<file path="src/rtl/if_gate_pkg.sv">
package if_gate_pkg;

    typedef enum logic [1:0] {
        GATE_4T  = 2'd0,
        GATE_8T  = 2'd1,
        GATE_32T = 2'd2,
        GATE_64T = 2'd3
    } gate_code_e;

    function automatic int unsigned max4(input int unsigned a, input int unsigned b,
                                         input int unsigned c, input int unsigned d);
        int unsigned m;
        m = a;
        if (b > m) m = b;
        if (c > m) m = c;
        if (d > m) m = d;
        return m;
    endfunction

endpackage

</file>
<file path="src/rtl/if_gate_timer.sv">
module if_gate_timer
    import if_gate_pkg::*;
#(
    parameter int unsigned LEN0 = 4,
    parameter int unsigned LEN1 = 8,
    parameter int unsigned LEN2 = 32,
    parameter int unsigned LEN3 = 64
) (
    input  logic       clk,
    input  logic       rst_n,
    input  logic       start,
    input  logic       ref_tick,
    input  logic [1:0] period_sel,
    output logic       gate_open,
    output logic       start_ok,
    output logic       gate_end
);
    localparam int unsigned LMAX = max4(LEN0, LEN1, LEN2, LEN3);
    localparam int unsigned TW   = $clog2(LMAX + 1);

    typedef struct packed {
        logic          open;
        logic [TW-1:0] ticks;
        logic [TW-1:0] len;
    } tmr_s;

    tmr_s tmr_d, tmr_q;
    logic [TW-1:0] sel_len;

    always_comb begin
        case (gate_code_e'(period_sel))
            GATE_4T:  sel_len = TW'(LEN0);
            GATE_8T:  sel_len = TW'(LEN1);
            GATE_32T: sel_len = TW'(LEN2);
            default:  sel_len = TW'(LEN3);
        endcase
    end

    always_comb begin
        tmr_d    = tmr_q;
        start_ok = start && !tmr_q.open;
        gate_end = tmr_q.open && ref_tick && (tmr_q.ticks == tmr_q.len - TW'(1));
        if (start_ok) begin
            tmr_d.open  = 1'b1;
            tmr_d.ticks = '0;
            tmr_d.len   = sel_len;
        end else if (gate_end) begin
            tmr_d.open  = 1'b0;
            tmr_d.ticks = '0;
        end else if (tmr_q.open && ref_tick) begin
            tmr_d.ticks = tmr_q.ticks + TW'(1);
        end
    end

    always_ff @(posedge clk or negedge rst_n) begin
        if (!rst_n) tmr_q <= '0;
        else        tmr_q <= tmr_d;
    end

    assign gate_open = tmr_q.open;

endmodule

</file>
<file path="src/rtl/if_edge_accum.sv">
module if_edge_accum #(
    parameter int unsigned CNT_W = 20
) (
    input  logic             clk,
    input  logic             rst_n,
    input  logic             clear,
    input  logic             inc,
    output logic [CNT_W-1:0] count,
    output logic             sat
);
    localparam logic [CNT_W-1:0] CMAX = '1;

    typedef struct packed {
        logic [CNT_W-1:0] cnt;
        logic             sat;
    } acc_s;

    acc_s acc_d, acc_q;

    always_comb begin
        acc_d = acc_q;
        if (clear) begin
            acc_d = '0;
        end else if (inc) begin
            if (acc_q.cnt == CMAX) acc_d.sat = 1'b1;
            else                   acc_d.cnt = acc_q.cnt + CNT_W'(1);
        end
    end

    always_ff @(posedge clk or negedge rst_n) begin
        if (!rst_n) acc_q <= '0;
        else        acc_q <= acc_d;
    end

    assign count = acc_q.cnt;
    assign sat   = acc_q.sat;

endmodule

</file>
<file path="src/rtl/if_result_shifter.sv">
module if_result_shifter #(
    parameter int unsigned W = 20
) (
    input  logic         clk,
    input  logic         rst_n,
    input  logic         ser_clk,
    input  logic         ser_en,
    input  logic [W-1:0] load_val,
    output logic         rd_start,
    output logic         dout
);
    typedef struct packed {
        logic         en_prev;
        logic         sclk_prev;
        logic [W-1:0] sreg;
    } shf_s;

    shf_s shf_d, shf_q;
    logic sclk_rise;

    always_comb begin
        shf_d           = shf_q;
        rd_start        = ser_en && !shf_q.en_prev;
        sclk_rise       = ser_clk && !shf_q.sclk_prev;
        shf_d.en_prev   = ser_en;
        shf_d.sclk_prev = ser_clk;
        if (rd_start)                 shf_d.sreg = load_val;
        else if (ser_en && sclk_rise) shf_d.sreg = {shf_q.sreg[W-2:0], 1'b0};
    end

    always_ff @(posedge clk or negedge rst_n) begin
        if (!rst_n) shf_q <= '0;
        else        shf_q <= shf_d;
    end

    assign dout = ser_en && shf_q.sreg[W-1];

endmodule

</file>
<file path="src/rtl/if_gate_counter.sv">
module if_gate_counter #(
    parameter int unsigned CNT_W = 20,
    parameter int unsigned LEN0  = 4,
    parameter int unsigned LEN1  = 8,
    parameter int unsigned LEN2  = 32,
    parameter int unsigned LEN3  = 64
) (
    input  logic       clk,
    input  logic       rst_n,
    input  logic       if_pulse,
    input  logic       ref_tick,
    input  logic [1:0] period_sel,
    input  logic       start,
    input  logic       ser_clk,
    input  logic       ser_en,
    output logic       ser_dout,
    output logic       busy,
    output logic       done,
    output logic       sat
);
    typedef struct packed {
        logic             close;
        logic [CNT_W-1:0] res;
        logic             res_sat;
        logic             done;
    } top_s;

    top_s top_d, top_q;

    logic             gate_open, start_ok, gate_end, rd_start;
    logic [CNT_W-1:0] acc_cnt;
    logic             acc_sat;

    if_gate_timer #(
        .LEN0(LEN0), .LEN1(LEN1), .LEN2(LEN2), .LEN3(LEN3)
    ) timer_i (
        .clk(clk), .rst_n(rst_n), .start(start), .ref_tick(ref_tick),
        .period_sel(period_sel), .gate_open(gate_open), .start_ok(start_ok),
        .gate_end(gate_end)
    );

    if_edge_accum #(.CNT_W(CNT_W)) accum_i (
        .clk(clk), .rst_n(rst_n), .clear(start_ok),
        .inc(gate_open && if_pulse), .count(acc_cnt), .sat(acc_sat)
    );

    if_result_shifter #(.W(CNT_W)) shift_i (
        .clk(clk), .rst_n(rst_n), .ser_clk(ser_clk), .ser_en(ser_en),
        .load_val(top_q.res), .rd_start(rd_start), .dout(ser_dout)
    );

    always_comb begin
        top_d       = top_q;
        top_d.close = gate_end;
        if (rd_start) top_d.done = 1'b0;
        if (top_q.close) begin
            top_d.res     = acc_cnt;
            top_d.res_sat = acc_sat;
            top_d.done    = 1'b1;
        end
    end

    always_ff @(posedge clk or negedge rst_n) begin
        if (!rst_n) top_q <= '0;
        else        top_q <= top_d;
    end

    assign busy = gate_open;
    assign done = top_q.done;
    assign sat  = top_q.res_sat;

endmodule

</file>
<file path="config.mk">
export PLATFORM = sky130hd
export DESIGN_NAME = if_gate_counter
export DESIGN_NICKNAME = d
export VERILOG_FILES = /design/src/rtl/if_gate_pkg.sv /design/src/rtl/if_gate_timer.sv /design/src/rtl/if_edge_accum.sv /design/src/rtl/if_result_shifter.sv /design/src/rtl/if_gate_counter.sv
export SDC_FILE = /design/constraint.sdc
export NUM_CORES = 1
export LEC_CHECK = 0
export BUFFER_PORTS_ARGS = -buffer_cell sky130_fd_sc_hd__buf_2
export CAP_MARGIN = 20
export CORE_MARGIN = 8
export CORE_UTILIZATION = 60
export CTS_CLUSTER_DIAMETER = 60
export CTS_CLUSTER_SIZE = 30
export DETAILED_ROUTE_END_ITERATION = 8
export GPL_ROUTABILITY_DRIVEN = 0
export GPL_TIMING_DRIVEN = 0
export PLACE_DENSITY = 0.87
export SLEW_MARGIN = 40
export SYNTH_ARGS = -nofsm -noshare
export SYNTH_HDL_FRONTEND = slang
export SYNTH_SLANG_ARGS = --single-unit
</file>
<file path="constraint.sdc">
create_clock -name clk -period 4.88 [get_ports clk]
set_clock_uncertainty 0.15 [all_clocks]
set_input_delay 0.976 -clock clk [delete_from_list [all_inputs] [get_ports clk]]
set_output_delay 0.976 -clock clk [all_outputs]
set_load 0.05 [all_outputs]
</file>
==> summary.txt <==
STA
  – TNS Setup: 0 ps
  – Count of final setup violators: 0
  – Final Hold Vio Count: 0
  – Fmax: 389 MHz
  – Minimum clock period: about 2600 ps
  – WHS: approximately 340 ps
  – Slew Limit Fails: 0
  – Fin crit share: around 53%
  – Max_slew headroom: roughly 48%
  – RSZ-0062 raised after global routing: no
  – Least-Margin Pin Slew: slightly below 800 ps

Routing
  – Iter 0 DRT Violations: between 150 and 200
  – DRT Wirelength: around 7.2 mm
  – WL/cell: ~16 um
  – Initial DRT Pass Iterations: 4
  – Via/cell ratio: ~5.9
  – Post-route DRC: 0
  – Routed via count: roughly 2,600
  – Post-DRT Antenna Nets: 0

Clocking
  – Root Buffer Master: clkbuf_8
  – CTS Buf Count: 9
  – CTS tree: done
  – Post_cts resized: 0
  – CTS Hold Bufs: 0
  – CTS max path bufs: 2
  – Post-CTS Setup Repair Bufs: 0
  – Worst-path clk slew: 80 ps
  – Skew-Pair Late Insertion Delay: 350 ps
  – CTS H-tree lvls: 3
  – CTS sink cnt: between 70 and 80

Floorplan
  – Die Width: around 94 um
  – Die Area: a little under 9000 um^2
  – Std-Cell Rows: 28
  – Initial core utilization: 62.2%
  – Die Ht: ~94 um
  – I/O pins: 13
  – Core ar.: approximately 5900 um^2

Global routing
  – First-pass GRT wire length: about 13 mm
  – Initial antenna violation count: 0
  – Vias in the first global route: 2,622
  – GRT overflow: 0
  – Largest net degree at the start of global routing: 47
  – Gr usage total: approximately 18%

Critical path
  – CP max-delay cell: nor4bb_1
  – RR Endpoint: timer_i.tmr_q[10]
  – Most numerous cell on the critical path: ha_1
  – R2R cell count: 8
  – WP data arrival: 2650 ps
  – Crit path capture type: flop
  – Reg2reg start: timer_i.tmr_q[2]
  – Worst path depth: 8
  – CP Class: reg2reg
  – CP Launch Type: flop
  – Crit path required time: 4960 ps
  – Family with the most delay on the worst path: simple AND/OR/NAND/NOR gates
  – Worst-path maximum fanout: 5
  – Bufs and invs on worst path: 1
  – Crit path cell chain: inv_1, ha_1, ha_1, xnor2_1, nor3_1, nor4bb_1, nand2b_1, o211ai_1
  – CP max stage delay: roughly 580 ps
  – R2R setup slack: between 2000 and 2500 ps

Hold path
  – Hold path depth: 2
  – Hold/Removal Path Class: reg2reg
  – Hold path endpoint: shift_i.shf_q[8]
  – Hold Path Origin: shift_i.shf_q[8]

Job
  – Max-Cap Viols: 0

Synthesis
  – Ys Warns: 0
  – Main flop type after synthesis: dfrtp_1
  – Cells after Synth: 340
  – Register bit total from synthesis: 78
  – FFs w/ async S/R, synth: 100%
  – Avg Cell Area, Syn: between 10 and 15 um^2
  – Unique cell type count in the Yosys netlist: 48
  – Post-synth EDFFs: 0
  – Post-Syn Nets: around 350
  – Register area share after synthesis: ~53%
  – Cell Area, Synth: between 3000 and 4000 um^2

Power and ir drop
  – Pwr dens: 451 nW/um^2
  – Leak pwr: 0.00183 uW
  – VDD IR max: approximately 0.32 mV

Finish
  – Synth-to-Final Area Change: 11.1%
  – Final #Nets: roughly 380
  – N_diodes: 0
  – Final core occ: between 60% and 70%
  – Layout cells sized above 1: 16.3%

Placement
  – Placed wire-length estimate: about 4.9 mm
  – PortBufs: 12

Status
  – Status: completed
[through the flow]
| step | instances | instance area [um^2] | setup slack (ps) | power, uW |
|---|---|---|---|---|
| 3_3_place_gp | 427 | 3830 | 2160 | 1260 |
| 3_5_place_dp | 428 | 3870 | 2110 | 1300 |
| 6_report | 444 | 4090 | 2310 | 1840 |
| 4_1_cts | 444 | 4090 | 2300 | 1840 |
| 2_1_floorplan | 340 | 3680 | 2330 | 1170 |
| 5_1_grt | 444 | 4090 | 2190 | 1940 |
[metal layers]
metal	vias up	routed length [um]	GRT usage, %	share of wire (%)
li1	1252	-	-	-
met1	1314	3320	22.9	46
met2	53	3480	27.9	48
met3	12	288	4.16	4.0
met4	0	148	8.59	2.0
met5	-	0	0	0
[cells in the mapped netlist (all sizes together) (2+ instances only)]
master / number / area share (%)
nand3: 14 / 1.9
nand2: 44 / 4.5
and4: 3 / 0.71
nand3b: 2 / 0.41
nand4: 5 / 1.0
xnor2: 16 / 3.8
a41oi: 2 / 0.48
nor2b: 2 / 0.34
buf: 9 / 1.2
mux2i: 25 / 6.8
clkbuf: 6 / 0.61
inv: 9 / 0.92
o41ai: 2 / 0.48
dfrtp: 78 / 53
a211oi: 6 / 1.2
nor3: 6 / 0.82
mux2: 22 / 6.7
nor2: 25 / 2.5
or4: 3 / 0.71
nor4: 3 / 0.92
a21oi: 7 / 1.1
xor2: 2 / 0.48
o21ai: 27 / 3.7
or2: 2 / 0.34
ha: 4 / 1.4
[power breakdown]
group,internal [uW],leakage [uW],switching [uW]
combinational,193,0.000677,265
sequential,745,0.00104,100
clock,290,0.000106,251
total,1230,0.00183,617
[layout make-up]
| cell class | instances | area (um^2) |
|---|---|---|
| buffer | 15 | 67.6 |
| clock inverter | 7 | 97.6 |
| tap | 75 | 93.8 |
| inverter | 9 | 33.8 |
| fill | 429 | 1830 |
| multi-input combinational | 238 | 1630 |
| sequential | 78 | 1950 |
| timing repair buffer | 13 | 93.8 |
| clock buffer | 9 | 124 |
[registers in the layout, summed over array words and instances, names as in the netlist]
name / count
top_q: 21
sat: 1
timer_i.tmr_q: 11
accum_i.count: 20
accum_i.sat: 1
timer_i.gate_open: 1
done: 1
shift_i.shf_q: 22
[logic make-up after synthesis]
| logic type | synth area share (%) |
|---|---|
| mux | 13.5 |
| xor+xnor | 4.28 |
| fa+ha+maj | 1.36 |
| compound gates | 9.86 |
| flops | 53.0 |
| simple gates | 15.2 |
| buf+inv | 2.75 |
[how the worst max path moves through the flow]
stage                      from                end  slack (ps)
3_5_place_dp              start  accum_i.count[17]        2110
2_1_floorplan          if_pulse  accum_i.count[17]        2330
6_report       timer_i.tmr_q[2]  timer_i.tmr_q[10]        2310
5_1_grt        timer_i.tmr_q[2]  timer_i.tmr_q[10]        2190
4_1_cts        timer_i.tmr_q[2]  timer_i.tmr_q[10]        2300
3_3_place_gp              start  accum_i.count[17]        2160
[worst min-delay path, cell delays in order, from the launching register on]
cell and delay [ps]:
dfrtp_1 350, nand2_1 50, o21ai_0 60
[layout by cell type (no fill, tap or decap), types with 3 or more instances in the layout]
cell type,count
clkbuf_1,6
dfrtp_1,78
nor3_1,6
nand2_1,44
buf_1,7
buf_2,11
and4_1,3
nand4_1,4
a21oi_1,6
nor2_1,25
a211oi_1,6
o21ai_0,19
nand3_1,14
clkbuf_8,9
xnor2_1,16
o21ai_1,8
mux2i_1,25
ha_1,4
inv_1,9
mux2_2,22
(Power assumes the default switching activity.)
